--- src/rtl/ccd_pkg.sv ---
package ccd_pkg;

   // what a completed input word asks the block to do
   typedef enum logic [2:0] {
      ACT_NONE  = 3'd0,
      ACT_FWD   = 3'd1,
      ACT_WRITE = 3'd2,
      ACT_READ  = 3'd3,
      ACT_DATA  = 3'd4
   } ccd_act_e;

   // bit positions inside control register 0 that the block itself decodes
   localparam int MODE_BIT     = 0;
   localparam int SOFT_RST_BIT = 7;

endpackage

--- src/rtl/ccd_deser.sv ---
module ccd_deser #(
   parameter int WORD_W = 16
) (
   input  logic              clk,
   input  logic              rst_n,
   input  logic              sdi,
   input  logic              fs,
   output logic              done,
   output logic [WORD_W-1:0] word
);
   localparam int CNT_W = $clog2(WORD_W + 1);

   logic [WORD_W-1:0] shift_q;
   logic [CNT_W-1:0]  cnt_q;
   logic              active_q;

   always_ff @(posedge clk or negedge rst_n) begin
      if (!rst_n) begin
         shift_q  <= '0;
         cnt_q    <= '0;
         active_q <= 1'b0;
      end else begin
         shift_q <= {shift_q[WORD_W-2:0], sdi};
         if (fs) begin
            cnt_q    <= CNT_W'(1);
            active_q <= 1'b1;
         end else if (active_q) begin
            cnt_q <= cnt_q + CNT_W'(1);
            if (cnt_q == CNT_W'(WORD_W - 1)) active_q <= 1'b0;
         end
      end
   end

   assign done = active_q && !fs && (cnt_q == CNT_W'(WORD_W - 1));
   assign word = {shift_q[WORD_W-2:0], sdi};

endmodule

--- src/rtl/ccd_ser.sv ---
module ccd_ser #(
   parameter int WORD_W = 16
) (
   input  logic              clk,
   input  logic              rst_n,
   input  logic              load,
   input  logic [WORD_W-1:0] load_word,
   output logic              sdo,
   output logic              fs
);
   logic [WORD_W-1:0] shift_q;

   always_ff @(posedge clk or negedge rst_n) begin
      if (!rst_n) begin
         shift_q <= '0;
         fs      <= 1'b0;
      end else if (load) begin
         shift_q <= load_word;
         fs      <= 1'b1;
      end else begin
         shift_q <= {shift_q[WORD_W-2:0], 1'b0};
         fs      <= 1'b0;
      end
   end

   assign sdo = shift_q[WORD_W-1];

endmodule

--- src/rtl/ccd_regbank.sv ---
module ccd_regbank
   import ccd_pkg::*;
#(
   parameter int NUM_REGS   = 6,
   parameter int REG_W      = 8,
   parameter int SEL_W      = 3,
   parameter int RST_CYCLES = 4
) (
   input  logic                      clk,
   input  logic                      rst_n,
   input  logic                      wr_en,
   input  logic [SEL_W-1:0]          wr_sel,
   input  logic [REG_W-1:0]          wr_data,
   input  logic [SEL_W-1:0]          rd_sel,
   output logic [REG_W-1:0]          rd_data,
   output logic [NUM_REGS*REG_W-1:0] regs_o,
   output logic                      busy
);
   localparam int CLR_W = $clog2(RST_CYCLES + 1);

   logic [CLR_W-1:0] clr_cnt_q;
   logic             clr_now;
   logic             soft_hit;

   assign busy     = (clr_cnt_q != '0);
   assign clr_now  = (clr_cnt_q == CLR_W'(1));
   assign soft_hit = wr_en && (wr_sel == '0) && wr_data[SOFT_RST_BIT];

   // reset sequencer shared by the pin reset and the soft-reset bit
   always_ff @(posedge clk or negedge rst_n) begin
      if (!rst_n)        clr_cnt_q <= CLR_W'(RST_CYCLES);
      else if (busy)     clr_cnt_q <= clr_cnt_q - CLR_W'(1);
      else if (soft_hit) clr_cnt_q <= CLR_W'(RST_CYCLES);
   end

   for (genvar g = 0; g < NUM_REGS; g++) begin : g_reg
      logic [REG_W-1:0] q;
      always_ff @(posedge clk or negedge rst_n) begin
         if (!rst_n) begin
            q <= '0;
         end else if (busy) begin
            if (clr_now) q <= '0;
         end else if (wr_en && (wr_sel == SEL_W'(g))) begin
            q <= wr_data;
         end
      end
      assign regs_o[g*REG_W +: REG_W] = q;
   end

   // selects beyond the last register read as zero
   always_comb begin
      rd_data = '0;
      for (int i = 0; i < NUM_REGS; i++) begin
         if (rd_sel == SEL_W'(i)) rd_data = regs_o[i*REG_W +: REG_W];
      end
   end

endmodule

--- src/rtl/cascade_ctl_decoder.sv ---
module cascade_ctl_decoder
   import ccd_pkg::*;
#(
   parameter int REG_W      = 8,
   parameter int ADDR_W     = 3,
   parameter int NUM_REGS   = 6,
   parameter int RST_CYCLES = 4,
   parameter int FS_DELAY   = 2048
) (
   input  logic                          clk,
   input  logic                          rst_n,
   input  logic                          sdi_i,
   input  logic                          fs_i,
   output logic                          sdo_o,
   output logic                          fs_o,
   output logic [NUM_REGS*REG_W-1:0]     ctrl_regs_o,
   output logic                          data_valid_o,
   output logic [2+2*ADDR_W+REG_W-1:0]   data_word_o
);
   localparam int WORD_W  = 2 + 2*ADDR_W + REG_W;
   localparam int CD_BIT  = WORD_W - 1;
   localparam int RW_BIT  = WORD_W - 2;
   localparam int SEL_LSB = REG_W;
   localparam int DEV_LSB = REG_W + ADDR_W;
   localparam int DLY_W   = $clog2(FS_DELAY + 1);

   if (NUM_REGS < 1 || NUM_REGS > (1 << ADDR_W)) begin : g_bad_regs
      $error("NUM_REGS must fit the register-select field");
   end
   if (REG_W <= SOFT_RST_BIT) begin : g_bad_width
      $error("REG_W must hold the soft-reset bit");
   end
   if (RST_CYCLES < 1 || FS_DELAY < 1) begin : g_bad_timing
      $error("RST_CYCLES and FS_DELAY must be positive");
   end

   logic              rx_done;
   logic [WORD_W-1:0] rx_word;
   logic              busy;
   logic [REG_W-1:0]  rd_data;
   logic [DLY_W-1:0]  start_cnt_q;
   logic              out_ready;
   ccd_act_e          act;
   logic [WORD_W-1:0] tx_word;
   logic              tx_load;
   logic [ADDR_W-1:0] hop;
   logic [ADDR_W-1:0] sel;
   logic              mode_mixed;

   ccd_deser #(.WORD_W(WORD_W)) rx_i (
      .clk   (clk),
      .rst_n (rst_n),
      .sdi   (sdi_i),
      .fs    (fs_i),
      .done  (rx_done),
      .word  (rx_word)
   );

   assign hop        = rx_word[DEV_LSB +: ADDR_W];
   assign sel        = rx_word[SEL_LSB +: ADDR_W];
   assign mode_mixed = ctrl_regs_o[MODE_BIT];

   always_comb begin
      act = ACT_NONE;
      if (rx_done) begin
         if (!rx_word[CD_BIT])  act = mode_mixed ? ACT_DATA : ACT_NONE;
         else if (hop != '0)    act = ACT_FWD;
         else if (rx_word[RW_BIT]) act = ACT_READ;
         else                   act = ACT_WRITE;
      end
   end

   ccd_regbank #(
      .NUM_REGS   (NUM_REGS),
      .REG_W      (REG_W),
      .SEL_W      (ADDR_W),
      .RST_CYCLES (RST_CYCLES)
   ) bank_i (
      .clk     (clk),
      .rst_n   (rst_n),
      .wr_en   (act == ACT_WRITE),
      .wr_sel  (sel),
      .wr_data (rx_word[REG_W-1:0]),
      .rd_sel  (sel),
      .rd_data (rd_data),
      .regs_o  (ctrl_regs_o),
      .busy    (busy)
   );

   always_comb begin
      tx_word = rx_word;
      if (act == ACT_FWD)  tx_word[DEV_LSB +: ADDR_W] = hop - ADDR_W'(1);
      if (act == ACT_READ) tx_word[REG_W-1:0] = rd_data;
   end

   // start-up delay before the first output frame
   always_ff @(posedge clk or negedge rst_n) begin
      if (!rst_n)          start_cnt_q <= '0;
      else if (!out_ready) start_cnt_q <= start_cnt_q + DLY_W'(1);
   end
   assign out_ready = (start_cnt_q == DLY_W'(FS_DELAY));
   assign tx_load   = out_ready && ((act == ACT_FWD) || (act == ACT_READ));

   ccd_ser #(.WORD_W(WORD_W)) tx_i (
      .clk       (clk),
      .rst_n     (rst_n),
      .load      (tx_load),
      .load_word (tx_word),
      .sdo       (sdo_o),
      .fs        (fs_o)
   );

   always_ff @(posedge clk or negedge rst_n) begin
      if (!rst_n) begin
         data_valid_o <= 1'b0;
         data_word_o  <= '0;
      end else begin
         data_valid_o <= (act == ACT_DATA);
         if (act == ACT_DATA) data_word_o <= rx_word;
      end
   end

endmodule

--- config.mk ---
export PLATFORM = sky130hd
export DESIGN_NAME = cascade_ctl_decoder
export DESIGN_NICKNAME = d
export VERILOG_FILES = /design/src/rtl/ccd_pkg.sv /design/src/rtl/ccd_deser.sv /design/src/rtl/ccd_ser.sv /design/src/rtl/ccd_regbank.sv /design/src/rtl/cascade_ctl_decoder.sv
export SDC_FILE = /design/constraint.sdc
export NUM_CORES = 1
export LEC_CHECK = 0
export ABC_AREA = 1
export BUFFER_PORTS_ARGS = -buffer_cell sky130_fd_sc_hd__clkbuf_2
export CORE_ASPECT_RATIO = 1.25
export CORE_UTILIZATION = 40
export CTS_CLUSTER_DIAMETER = 50
export DETAILED_ROUTE_END_ITERATION = 12
export SLEW_MARGIN = 20
export SYNTH_ARGS = -nofsm -noshare
export SYNTH_HDL_FRONTEND = slang
export SYNTH_HIERARCHICAL = 1
export SYNTH_SLANG_ARGS = --single-unit
export TNS_END_PERCENT = 10
--- constraint.sdc ---
create_clock -name clk -period 2.15 [get_ports clk]
set_input_delay 0.1075 -clock clk [delete_from_list [all_inputs] [get_ports clk]]
set_output_delay 0.1075 -clock clk [all_outputs]
set_load 0.02 [all_outputs]
# Yosys cells after proc, flatten, opt, wreduce, memory -nomap -nowiden
# Index checks and enable logic that the tools add are counted.
[op_classes]
n_addsub = 4
eq_ne = 13
muxes = 35
reduce_logical = 29
[ops]
columns = ["cell", "count"]
rows = [
  ["8-bit two-way mux", 20],
  ["3-bit two-way mux", 6],
  ["16-bit two-way mux", 1],
  ["2-bit nonzero test", 8],
  ["12-bit by 1-bit adder with 12-bit output (second input constant)", 1],
  ["12-bit equality test (second input constant)", 1],
  ["3-bit by 2-bit equality test with 1-bit output (second input constant)", 4],
  ["2-bit AND reduction", 6],
  ["1-bit logical AND", 10],
  ["5-bit two-way mux", 2],
  ["3-bit by 1-bit equality test with 1-bit output (second input constant)", 3],
  ["3-bit equality test (second input constant)", 3],
  ["3-bit nonzero test", 2],
  ["3-bit by 1-bit subtractor with 3-bit output (second input constant)", 2],
  ["5-bit by 1-bit adder with 5-bit output (second input constant)", 1],
  ["5-bit by 4-bit equality test with 1-bit output (second input constant)", 1],
  ["1-bit two-way mux", 5],
  ["3-bit zero test", 1],
  ["2-bit two-way mux", 1],
  ["2-bit != test (second input constant)", 1],
  ["1-bit zero test", 1],
  ["1-bit logical OR", 1],
]
[word_totals]
register_bits = 118
inputBits = 4
out_inout_bits = 67
elab_cells = 96

# Logic depth before layout (Yosys ltp)
[depth]
word_depth = 9
mapped_depth = 15

# Modules after synthesis
# The synthesis kept the hierarchy.
[modules_own_cells]
columns = ["mod", "instances", "cells_each", "area_each_um2", "seq_area_each_um2"]
rows = [
  ["ccd_regbank", 1, 336, 2598.7, 1277.5],
  ["cascade_ctl_decoder", 1, 200, 1571.5, 725.7],
  ["ccd_deser", 1, 51, 671.9, 525.5],
  ["ccd_ser", 1, 68, 665.6, 425.4],
]

# Worst setup path before layout
# Ideal clock, no wire load.
[synth_path]
kind = "register to register"
from = "reg rx_i.cnt_q[0]"
to = "reg bank_i.g_reg[2].q[5]"
setup_time_ns = 0.076
arrival_time_ns = 1.881
t_required_ns = 2.074
slack_ns = 0.193
stages_incl_launch_ff = 16
n_path_buf = 1
path_cell_list = "dfrtp_1 -> ha_1 -> nand2_1 -> nor2_1 -> ha_1 -> inv_1 -> nor2_1 -> nand2_1 -> nor2_1 -> inv_1 -> nor2_2 -> nand4_1 -> nand2_2 -> buf_6 -> nand2_1 -> o21ai_1"
[synth_between]
elab_chain_cells = 7
[synth_rtl]
columns = ["item", "line", "source"]
rows = [
  ["from (decl)", "ccd_deser.sv:14", "logic [CNT_W-1:0] cnt_q;"],
  ["from (signal assigned)", "ccd_deser.sv:28", "cnt_q <= cnt_q + CNT_W'(1);"],
  ["5-bit by 4-bit equality test with 1-bit output", "ccd_deser.sv:34", "assign done = active_q && !fs && (cnt_q == CNT_W'(WORD_W - 1));"],
  ["1-bit logical AND", "ccd_deser.sv:34", ""],
  ["named net rx_done", "cascade_ctl_decoder.sv:37", "logic rx_done;"],
  ["3-bit two-way mux", "cascade_ctl_decoder.sv:65", "if (rx_done) begin"],
  ["3-bit by 2-bit equality test with 1-bit output", "cascade_ctl_decoder.sv:81", ".wr_en (act == ACT_WRITE),"],
  ["1-bit logical AND", "ccd_regbank.sv:43", "end else if (wr_en && (wr_sel == SEL_W'(g))) begin"],
  ["2-bit nonzero test (no source line)", "-", ""],
  ["2-bit AND reduction (no source line)", "-", ""],
  ["to (signal assigned)", "ccd_regbank.sv:44", "q <= wr_data;"],
  ["to (decl)", "ccd_regbank.sv:37", "logic [REG_W-1:0] q;"],
]
# The timed path passes the listed nets, and every way through them passes these cells.
# A chain may end at the register's enable or synchronous reset.

# Worst setup path after layout
[layout_path]
from = "reg rx_i.cnt_q[1]"
to = "reg bank_i.g_reg[2].q[7]"
# The elaborated chain is that of the path after synthesis.

==> out/metrics.cfg <==
[min_path]
hp-class=primary input to flip-flop

[cts]
cts-root-buf=clkbuf_16
cts_max_level=4
cts_tree=built
insertion_delay_ps=410
clock_path_buffers=2
clkSinkCount=118
clk_pin_slew_ps=60
cts_buffers=17

[worst_setup_path]
end_kind=flip-flop
crit_arrival_ps=2490
cp-start-kind=flip-flop
cp_max_fo=8
critical_path_class=flip-flop to flip-flop
ff2ff_setup_slack_ps=-20
regToRegEndpoint=bank_i/g_reg[2].q[7]
cp-startpoint=rx_i/cnt_q[1]
rr_startpoint=rx_i/cnt_q[1]
r2r_cells=14
cp_data_required_time_ps=2480
cp-endpoint=bank_i/g_reg[2].q[7]

[power]
peakVddDrop_v=0.000611
pwr-share-comb_pct=24.8
seq_power_share_pct=38.2
finalPower_w=0.00749
p_switching_w=0.00265
clockPowerShare_pct=36.9
power_density_nw_per_um2=1100
switching_share_pct=35.4
p_int_w=0.00484
power.leakage_nw=3.65

[place]
dp_hpwl_mm=10.0
gp_congestion=0.853
placedCellCount=895
port_buffers=70

[run_status]
violations=setup timing
run_status=finished, violations left

[logic_synthesis]
synth-seq-cells=118
synth_cells=655
netlist_area_um2=5510
seq_area_frac_synth_pct=53.6
syn-num-nets=666
avgSynthCellArea_um2=8.41
synth_cell_types=30
yosysWarnings=6

[die]
core.rowCount=47
die_w_um=107
core-area_um2=13300
start_util_pct=41.3
io_pins=71
fp.dieH_um=133
die_area_um2=14200

[route]
wl_per_cell_um=15.2
vias=4649
antenna_left=0
totalWireLength_mm=14.1
dr.pass1.iters=5
drt_iter0_markers=308
drc=0
viasPerCell=4.99

[layout]
fill_cells=1263
regArea_um2=2950
num_antenna_cells=0
final_cells=932
syn_to_final_growth_pct=23.6
multi_input_area_um2=2300
fin_nets=759
layout-drive-gt1-share_pct=24.4

[job]
drv_cap=0

[sta]
hold_viol=0
fin_crit_ps=2170
fin_crit_sh_pct=101
timing.slew.headroom_pct=61.1
setup_violations=3
max_slew.worst_pin.slew_ps=584
rsz0062_at_grt=true
layout_setup_ws_ps=-15.7
fmax_ghz=0.462
clock_skew_ps=8.86
drv_slew=0

[global_route]
grt_pass1_vias=4763
grt_use_total_pct=21.6
grt_pass1_wl_mm=23.8
grt_overflow=0
grt_antenna_before_repair=0
grt_max_degree=43

per-stage QoR:
stage          TNS (ps)  setup WS (ps)  util [%]  hold slack [ps]  instance area, µm²
2_1_floorplan         0            193         -             -188                5510
3_3_place_gp          0           24.8      45.7              138                6100
3_5_place_dp      -1230           -103      45.7              150                6100
4_1_cts               0           15.6      50.5             24.8                6740
5_1_grt           -1150           -152      51.0             53.4                6810
6_report          -38.5          -15.7      51.0             31.2                6810
cells in the final DEF, fill, tap and decap left out, types with 15 or more instances in the layout:
master,Yosys,layout
clkbuf_16,0,17
nand4_1,20,20
nand2_1,276,270
nand2_2,18,20
nand3_1,51,51
nor2_1,30,26
dfrtp_1,117,117
o21ai_0,16,16
clkbuf_2,0,69
buf_4,3,15
inv_1,47,45
flip-flops by register name, indices dropped and copies added (netlist names):
name              cells
rx_i/cnt_q            5
tx_i/fs               1
data_word_o          16
rx_i/shift_q         15
start_cnt_q          12
rx_i/active_q         1
data_valid_o          1
bank_i/g.q           48
bank_i/clr_cnt_q      3
tx_i/shift_q         16
per-layer routing:
layer | wire (µm) | track usage, % | part of all wire, %
met1 | 6120 | 27.9 | 43
met5 | 0 | 0 | 0
met4 | 409 | 8.45 | 2.9
met2 | 6810 | 35.3 | 48
met3 | 798 | 4.50 | 5.6
worst min-delay path by stage:
stage,start,to,slack (ps),depth (start not counted)
CTS,fs_i,rx_i/cnt_q[3],20,4
finish,fs_i,rx_i/cnt_q[3],30,4
floorplan,rst_n,bank_i/clr_cnt_q[0],-190,0
global placement,rst_n,start_cnt_q[7],140,1
detailed placement,rst_n,start_cnt_q[7],150,1
global route,fs_i,rx_i/cnt_q[1],50,4
Yosys cell counts (all sizes together):
master	number	share of area [%]
a21oi	5	0.45
and3	1	0.11
buf	15	2.2
clkbuf	1	0.068
dfrtp	117	53
dfstp	1	0.48
ha	7	1.6
inv	57	4.0
nand2	296	21
nand3	52	5.0
nand4	22	3.0
nor2	37	3.1
nor3	3	0.77
o21ai	33	3.5
xnor2	1	0.16
xor2	7	1.1
critical path, stage by stage (launching register included):
cell,delay (ps)
dfrtp_1,350
ha_2,190
nand2_2,70
nor2_4,150
ha_4,150
inv_2,40
nor2_4,110
nand2_2,100
nor2_4,140
inv_2,70
nor2_4,120
nand4_1,220
nand2_4,210
nand2_1,70
o21ai_1,100
area by class of cell:
cell class / instances / share of cell area, %
well taps: 171 / 3.14
clock inverters: 15 / 2.28
repair buffers: 89 / 7.90
flip-flops and latches: 118 / 43.4
clock buffers: 17 / 6.25
inverters: 57 / 3.22
multi-input cells: 465 / 33.8
kinds of logic after synthesis:
kind of cell	synth area share (%)
simple gates	33.2
flops	53.6
buf+inv	6.27
compound gates	4.00
xor+xnor	1.27
fa+ha+maj	1.59
power by group through the flow:
stage               Sequential (W)  Clock, W  Combinational [W]
global route               0.00290   0.00292            0.00205
floorplan                  0.00313         0           0.000870
CTS                        0.00285   0.00280            0.00184
finish                     0.00286   0.00277            0.00186
global placement           0.00288         0            0.00176
detailed placement         0.00288         0            0.00181
timing repair:
action                     CTS  global route
pin swaps                    6            10
setup endpoints to repair   56            66
gates cloned                 1             0
hold buffers                 2             0
hold endpoints to repair    40             0
resized for setup           10            15
buffers inserted             0             2
(Power assumes the default switching activity.)
